$ cat src/rtl/dem_trim_pkg.sv
package dem_trim_pkg;
  typedef enum logic {
    MODE_RATIO = 1'b0,
    MODE_BE    = 1'b1
  } dem_mode_e;

  localparam logic [1:0] SEL_DUMMY = 2'b00;
  localparam logic [1:0] SEL_Q1    = 2'b01;
  localparam logic [1:0] SEL_Q2    = 2'b10;
endpackage

$ cat src/rtl/dem_rot_ptr.sv
module dem_rot_ptr #(
  parameter int N_SRC = 6,
  localparam int PW = $clog2(N_SRC)
) (
  input  logic          clk,
  input  logic          rst,
  input  logic          cyc_stb,
  input  logic          soc,
  output logic [PW-1:0] ptr_nxt,
  output logic [PW-1:0] ptr_q
);
  localparam logic [PW-1:0] LAST = PW'(N_SRC - 1);

  always_comb begin
    if (soc)          ptr_nxt = '0;
    else if (cyc_stb) ptr_nxt = (ptr_q == LAST) ? '0 : ptr_q + 1'b1;
    else              ptr_nxt = ptr_q;
  end

  always_ff @(posedge clk) begin
    if (rst) ptr_q <= '0;
    else     ptr_q <= ptr_nxt;
  end

  AST_PTR_RANGE: assert property (@(posedge clk) disable iff (rst)
    ptr_q <= LAST);
  AST_SOC_ZERO: assert property (@(posedge clk) disable iff (rst)
    soc |=> ptr_q == '0);
endmodule

$ cat src/rtl/dem_mode_latch.sv
module dem_mode_latch
  import dem_trim_pkg::*;
#(
  parameter int CRS_W  = 3,
  parameter int FINE_W = 4
) (
  input  logic              clk,
  input  logic              rst,
  input  logic              cyc_stb,
  input  logic              mode_req,
  input  logic [CRS_W-1:0]  coarse_i,
  input  logic [FINE_W-1:0] fine_i,
  output dem_mode_e         mode_nxt,
  output logic [CRS_W-1:0]  coarse_nxt,
  output logic [FINE_W-1:0] fine_nxt,
  output dem_mode_e         mode_q
);
  logic [CRS_W-1:0]  coarse_q;
  logic [FINE_W-1:0] fine_q;

  always_comb begin
    mode_nxt   = cyc_stb ? dem_mode_e'(mode_req) : mode_q;
    coarse_nxt = cyc_stb ? coarse_i : coarse_q;
    fine_nxt   = cyc_stb ? fine_i   : fine_q;
  end

  always_ff @(posedge clk) begin
    if (rst) begin
      mode_q   <= MODE_RATIO;
      coarse_q <= '0;
      fine_q   <= '0;
    end else begin
      mode_q   <= mode_nxt;
      coarse_q <= coarse_nxt;
      fine_q   <= fine_nxt;
    end
  end

  AST_MODE_HOLD: assert property (@(posedge clk) disable iff (rst)
    !cyc_stb |=> $stable(mode_q));
endmodule

$ cat src/rtl/dem_route_dec.sv
module dem_route_dec
  import dem_trim_pkg::*;
#(
  parameter int N_SRC  = 6,
  parameter int CRS_W  = 3,
  parameter int FINE_W = 4,
  localparam int PW = $clog2(N_SRC)
) (
  input  dem_mode_e           mode,
  input  logic [PW-1:0]       ptr,
  input  logic [CRS_W-1:0]    coarse,
  input  logic [FINE_W-1:0]   fine,
  output logic [2*N_SRC-1:0]  sel,
  output logic [FINE_W-1:0]   dac
);
  localparam int N_CRS = N_SRC - 1;
  logic [CRS_W-1:0] crs_eff;

  assign crs_eff = (coarse > CRS_W'(N_CRS)) ? CRS_W'(N_CRS) : coarse;
  assign dac     = (mode == MODE_BE) ? fine : '0;

  for (genvar i = 0; i < N_SRC; i++) begin : g_src
    always_comb begin
      if (mode == MODE_RATIO) begin
        sel[2*i +: 2] = (ptr == PW'(i)) ? SEL_Q1 : SEL_Q2;
      end else if (i == N_CRS) begin
        sel[2*i +: 2] = SEL_Q1;
      end else begin
        sel[2*i +: 2] = (CRS_W'(i) < crs_eff) ? SEL_Q1 : SEL_DUMMY;
      end
    end
  end
endmodule

$ cat src/rtl/dem_trim_sel.sv
module dem_trim_sel
  import dem_trim_pkg::*;
#(
  parameter int N_SRC  = 6,
  parameter int FINE_W = 4,
  localparam int CRS_W = $clog2(N_SRC),
  localparam int PW    = $clog2(N_SRC)
) (
  input  logic                clk,
  input  logic                rst,
  input  logic                cyc_stb,
  input  logic                soc,
  input  logic                mode_req,
  input  logic [CRS_W-1:0]    coarse_i,
  input  logic [FINE_W-1:0]   fine_i,
  output logic [2*N_SRC-1:0]  sel_o,
  output logic [FINE_W-1:0]   dac_o
);
  logic [PW-1:0]       ptr_nxt, ptr_q;
  dem_mode_e           mode_nxt, mode_q;
  logic [CRS_W-1:0]    coarse_nxt;
  logic [FINE_W-1:0]   fine_nxt;
  logic [2*N_SRC-1:0]  sel_nxt;
  logic [FINE_W-1:0]   dac_nxt;

  dem_rot_ptr #(.N_SRC(N_SRC)) ptr_i (
    .clk(clk), .rst(rst), .cyc_stb(cyc_stb), .soc(soc),
    .ptr_nxt(ptr_nxt), .ptr_q(ptr_q)
  );

  dem_mode_latch #(.CRS_W(CRS_W), .FINE_W(FINE_W)) latch_i (
    .clk(clk), .rst(rst), .cyc_stb(cyc_stb), .mode_req(mode_req),
    .coarse_i(coarse_i), .fine_i(fine_i),
    .mode_nxt(mode_nxt), .coarse_nxt(coarse_nxt), .fine_nxt(fine_nxt),
    .mode_q(mode_q)
  );

  dem_route_dec #(.N_SRC(N_SRC), .CRS_W(CRS_W), .FINE_W(FINE_W)) dec_i (
    .mode(mode_nxt), .ptr(ptr_nxt), .coarse(coarse_nxt), .fine(fine_nxt),
    .sel(sel_nxt), .dac(dac_nxt)
  );

  always_ff @(posedge clk) begin
    if (rst) begin
      for (int i = 0; i < N_SRC; i++) sel_o[2*i +: 2] <= (i == 0) ? SEL_Q1 : SEL_Q2;
      dac_o <= '0;
    end else begin
      sel_o <= sel_nxt;
      dac_o <= dac_nxt;
    end
  end

  logic [N_SRC-1:0] q1_vec, bad_vec;
  for (genvar i = 0; i < N_SRC; i++) begin : g_chk
    assign q1_vec[i]  = (sel_o[2*i +: 2] == SEL_Q1);
    assign bad_vec[i] = (sel_o[2*i +: 2] == 2'b11);
  end

  AST_ONE_UNIT: assert property (@(posedge clk) disable iff (rst)
    (mode_q == MODE_RATIO) |-> $countones(q1_vec) == 1);
  AST_ROTATE: assert property (@(posedge clk) disable iff (rst)
    (cyc_stb && !soc && mode_q == MODE_RATIO && mode_req == 1'b0) |=> sel_o != $past(sel_o));
  AST_NO_ILLEGAL: assert property (@(posedge clk) disable iff (rst)
    bad_vec == '0);
  AST_QUIET_HOLD: assert property (@(posedge clk) disable iff (rst)
    (!cyc_stb && !soc) |=> ($stable(sel_o) && $stable(dac_o)));
  AST_DAC_IDLE: assert property (@(posedge clk) disable iff (rst)
    (mode_q == MODE_RATIO) |-> dac_o == '0);
endmodule

$ cat config.mk
export PLATFORM = sky130hd
export DESIGN_NAME = dem_trim_sel
export DESIGN_NICKNAME = d
export VERILOG_FILES = /design/src/rtl/dem_trim_pkg.sv /design/src/rtl/dem_rot_ptr.sv /design/src/rtl/dem_mode_latch.sv /design/src/rtl/dem_route_dec.sv /design/src/rtl/dem_trim_sel.sv
export SDC_FILE = /design/constraint.sdc
export NUM_CORES = 1
export LEC_CHECK = 0
export ABC_AREA = 1
export BUFFER_PORTS_ARGS = -buffer_cell sky130_fd_sc_hd__buf_2
export CORE_MARGIN = 2
export CORE_UTILIZATION = 44
export CTS_BUF_LIST = sky130_fd_sc_hd__clkbuf_2
export CTS_CLUSTER_SIZE = 16
export DETAILED_ROUTE_END_ITERATION = 12
export GPL_TIMING_DRIVEN = 0
export PLACE_DENSITY = 0.68
export SYNTH_ARGS = -nofsm -noshare
export SYNTH_HDL_FRONTEND = slang
export SYNTH_SLANG_ARGS = --single-unit
export TNS_END_PERCENT = 100
$ cat constraint.sdc
create_clock -name clk -period 1.65 [get_ports clk]
set_input_delay 0.2475 -clock clk [delete_from_list [all_inputs] [get_ports clk]]
set_output_delay 0.2475 -clock clk [all_outputs]
set_load 0.05 [all_outputs]
Word-level counts from Yosys, hierarchy flattened
Index checks and enable logic that the tools add are counted.

Register bits after elaboration: 27. Bits of input ports: 12. Output and inout port bits: 16.

Add/subtract/negate cells: 1. $lt $le $gt $ge: 6. Equal/unequal tests: 6. Mux-type cells: 24. Bitwise gates (word level): 1. Reductions and logical operators: 2.

Operators with widths (number): $mux W2 (12); $mux W3 (5); $eq A3 B3 Y1 const B (3); $eq A3 B2 Y1 const B (2); $lt A1 B3 Y1 const A (2); $lt A2 B3 Y1 const A (2); $mux W1 (6); $mux W4 (1); $add A3 B1 Y3 const B (1); $eq A3 B1 Y1 const B (1); $gt A3 B3 Y1 const B (1); $logic_not A3 Y1 (1); $lt A3 B3 Y1 const A (1); $reduce_or A2 Y1 (1); $not A1 Y1 (1).

Depth between registers and ports, before layout
Depth in word-level cells: 7. Gate-level depth with buffers: 9. Depth with buffers taken out: 8.

Cells and area by module
Synthesis repeated with hierarchy kept, for this count alone.

Cells, all modules: 186. Area, all modules: 1282.5 sq um.

Modules (own cells, without submodules): dem_mode_latch (times used 1, cells each 67, area an instance 467.9 sq um, sequential area each 160.2 sq um); dem_trim_sel (times used 1, cells each 50, area an instance 455.4 sq um, sequential area each 320.3 sq um); dem_route_dec (times used 1, cells each 45, area an instance 209.0 sq um, sequential area each 0.0 sq um); dem_rot_ptr (times used 1, cells each 24, area an instance 150.1 sq um, sequential area each 60.1 sq um).

Worst setup path before layout
No wires, ideal clock.

Path kind: input-to-reg. From: input cyc_stb. To: register sel_o[11]. Library setup time: 0.111 ns. Arrival time: 0.924 ns. Data required time: 1.539 ns. Slack: 0.614 ns. Cell stages on the path: 9. Path buffers: 1. Path through: buf_6 nand2_4 clkinv_2 nand2_2 nand3_4 inv_2 nand2_1 nor2_1 nor2_1.

Cells in the longest elaborated chain, start to end: 5. Elaborated cells between the ends (all ways): 6. Those cells by class: eq/ne: 1; mux: 5.

Ends and longest elaborated chain: from (decl) (line dem_trim_sel.sv:11) `input logic cyc_stb,`; $mux W3 (line dem_rot_ptr.sv:16) `else if (cyc_stb) ptr_nxt = (ptr_q == LAST) ? '0 : ptr_q + 1'b1;`; $mux W3 (line dem_rot_ptr.sv:15) `if (soc) ptr_nxt = '0;`; $eq A3 B3 Y1 (line dem_route_dec.sv:25) `sel[2*i +: 2] = (ptr == PW'(i)) ? SEL_Q1 : SEL_Q2;`; $mux W2 (line dem_route_dec.sv:25); $mux W2 * (line dem_route_dec.sv:24) `if (mode == MODE_RATIO) begin`; to (signal assigned) (line dem_trim_sel.sv:48) `sel_o <= sel_nxt;`; to (decl) (line dem_trim_sel.sv:16) `output logic [2*N_SRC-1:0] sel_o,`.

Mark *: on every way between the ends. The rest lies on a longest branch, timed or not. A chain may end at the register's enable or synchronous reset.

Worst setup path in the final report
From: register dac_o[3]. To: output dac_o[3].

RTL lines: from (decl) (line dem_trim_sel.sv:17) `output logic [FINE_W-1:0] dac_o`; from (signal assigned) (line dem_trim_sel.sv:49) `dac_o <= dac_nxt;`.

No word-level cell between the ends.

==> impl_results.md <==
* Status: finished, final reports clean
* Leak Pwr at roughly 0.63 nW
* Rel. slew slack at 0.6642
* Post-synth net total at 133
* Multiplexer share of the synthesized area at 0.03708
* Inserted Clock Buffers at 3
* Most frequent cells in the layout: dfxtp_1 (27), buf_2 (26), nand2_1 (19), nor2_1 (18), inv_1 (11)
* Die area at approximately 0.0029 sq mm
* Final setup violation count at 0
* HP Class: input pin to flip-flop
* Final min period at between 1000 and 1500 ps
* Launch point of the worst reg-to-reg path: ptr_i.ptr_q[0]
* Pre-Repair DR Iteration Count at 4
* Min-delay src: fine_i[1]
* Clk slew on worst S/H paths at roughly 250 ps
* Worst-Skew Late Latency at 350 ps
* Critical path origin: dac_o[3]
* # nets final at between 150 and 200
* Post-CTS setup buffer count at 0
* Largest net degree at the start of global routing at 16
* Clk sinks at 27
* First-pass GRT wire length at between 3000 and 4000 um
* Synth warnings at 0
* Hold endpoint: dac_o[1]
* CP delay by family, top: flip-flops
* Simple-Gate Fraction of Synth Area at 0.3233
* All-Layer GR Usage at 0.1576
* CP max stage delay at approximately 380 ps
* Setup CP Type: flip-flop to output port
* Worst slew pin tran at between 500 and 600 ps
* Placed Instances at roughly 180
* Clk Tree Root Cell: clkbuf_2
* Hold Vio Cnt, Final at 0
* Most common flop cell mapped by yosys: dfxtp_1
* Residual DRC at 0
* Pre-CTS setup slack at about 520 ps
* Yosys cell types at 25
* GPL Wtd Cong at around 0.86
* Worst path buffer plus inverter count at 1
* Cts hold-fix bufs at 0
* Startpoint Class: flip-flop
* Post-synthesis area per instance at between 8 and 9 sq um
* Post-synth EDFFs at 0
* DR iter-0 viols at 11
* Final worst slack at ~420 ps
* Post-Layout Cell Count at around 180
* Final setup TNS at 0 ps
* R2r endpoint: sel_o[5]
* Initial Utilization at 0.4744
* Post-Syn Instances at around 120
* WP data required at 1400 ps
* CP arrival at roughly 980 ps
* Post-route ant nets at 0
* Vias at between 800 and 900
* DPL Wire Length at approximately 1500 um
* Final Cycle Share at 0.7431
* Synth Area in Adders at 0
* RSZ-0062 raised after global routing: false
* Antenna Diode Count at 0
* Post-synthesis compound-gate area fraction at 0.06141
* Dominant combinational cell family by area after synthesis: simple AND/OR/NAND/NOR gates
* Total Power at 1.171 mW
* Initial antenna violation count at 0
* Row Count at 17
* Reg2Reg Depth at 7
* Hold Crit Depth at 3
* Cell chain of the critical path: buf_2
* Max Fclk at around 0.82 GHz
* CTS tree: built
* Port Buffer Count at 26
* Die Height at 53.54 um
* Post_cts resized at 0
* Max Slew Vio Count at 0
* Vias in the first global route at 798
* Grt ovf at 0
* PD cells at ~930 mW/mm^2
* Xor-xnor portion of the synthesized cell area at 0
* Most common cell after layout, fill and taps aside: dfxtp_1
* H-tree levels at 1
* Reg2Reg Setup Slack at 500 ps
* WL final at 1985 um
* Slowest-stage cell, CP: dfxtp_1
* Die width at around 54 um
* Sequential share of the synthesized area at 0.5006
* Synthesized area at about 0.0011 sq mm
* Worst vdd ir at between 500 and 600 uV
* Async SR Flop Fraction at 0
* Clock skew at 11.52 ps
* Share of cells above drive strength 1 at 0.3841
* Crit. End Element: output port
* Vias per cell at between 4 and 5
* Clk buf depth at 2
* Crit Path Max Fanout at 1
* Core area at approximately 0.0023 sq mm
* Max Cap Viol at 0
* Area grow syn2layout at 17.15%
* Routed len/inst at 11.09 um
* IO Pins at 28
* #FFs+latches synth at 27
## through the flow
stage | area [sq um] | hold WS, ps | util
after floorplan | 1080 | 407.0 | -
after global placement | 1245 | 466.9 | 0.5470
after detailed placement | 1245 | 480.7 | 0.5470
after CTS | 1265 | 120.7 | 0.5558
after global routing | 1265 | 155.9 | 0.5558
final | 1265 | 133.6 | 0.5558
## cells by family after synthesis
kind of cell | count (synthesis)
buf+inv | 18
mux | 4
simple gates | 62
flops | 27
compound gates | 10
## layout make-up
| cell class | instances | area [sq um] |
|---|---|---|
| repair buffers | 26 | 130.1 |
| multi-input cells | 76 | 455.4 |
| fillers | 211 | 1011 |
| flip-flops and latches | 27 | 540.5 |
| clock inverters | 1 | 5.005 |
| well taps | 28 | 35.03 |
| inverters | 16 | 68.82 |
| clock buffers | 3 | 15.01 |
| plain buffers | 2 | 15.01 |
## where the power goes
group	switching, mW	total [mW]	internal (mW)	leakage (nW)
Combinational	0.166	0.228	0.0621	0.390
Sequential	0.00994	0.698	0.688	0.222
Clock	0.189	0.244	0.0549	0.0164
## worst max-delay path by stage
stage                      to  cells after the start
floorplan           sel_o[11]                      9
global placement     sel_o[0]                      6
detailed placement   sel_o[5]                      7
CTS                  dac_o[3]                      1
global route         sel_o[6]                      1
finish               dac_o[3]                      1
## synth_stat cells (2+ instances only)
master   number  area share
inv_1        11       0.038
nor2_4        3       0.031
nand3_1       5       0.023
nand2_2       5       0.029
nand2_4       3       0.031
nand3_2       4       0.037
mux2i_1       4       0.037
nor2_1       18       0.063
a21oi_1       3       0.014
inv_2         2      0.0070
nand2_1      19       0.066
dfxtp_1      27        0.50
o21ai_1       3       0.014
nor2_2        3       0.017
## sequential cells by signal (all words and copies together) (netlist names)
signal and count:
ptr_i.ptr_q 3, latch_i.mode_q 1, latch_i.coarse_q 3, sel_o 12, dac_o 4, latch_i.fine_q 4
## per-layer routing
layer,vias to the layer above,global-route usage,part of all wire
met1,384,0.1906,0.44
met2,25,0.2737,0.50
li1,439,-,-
met5,-,0,0
met3,4,0.02500,0.047
met4,0,0.07265,0.016
(Power assumes the default switching activity.)
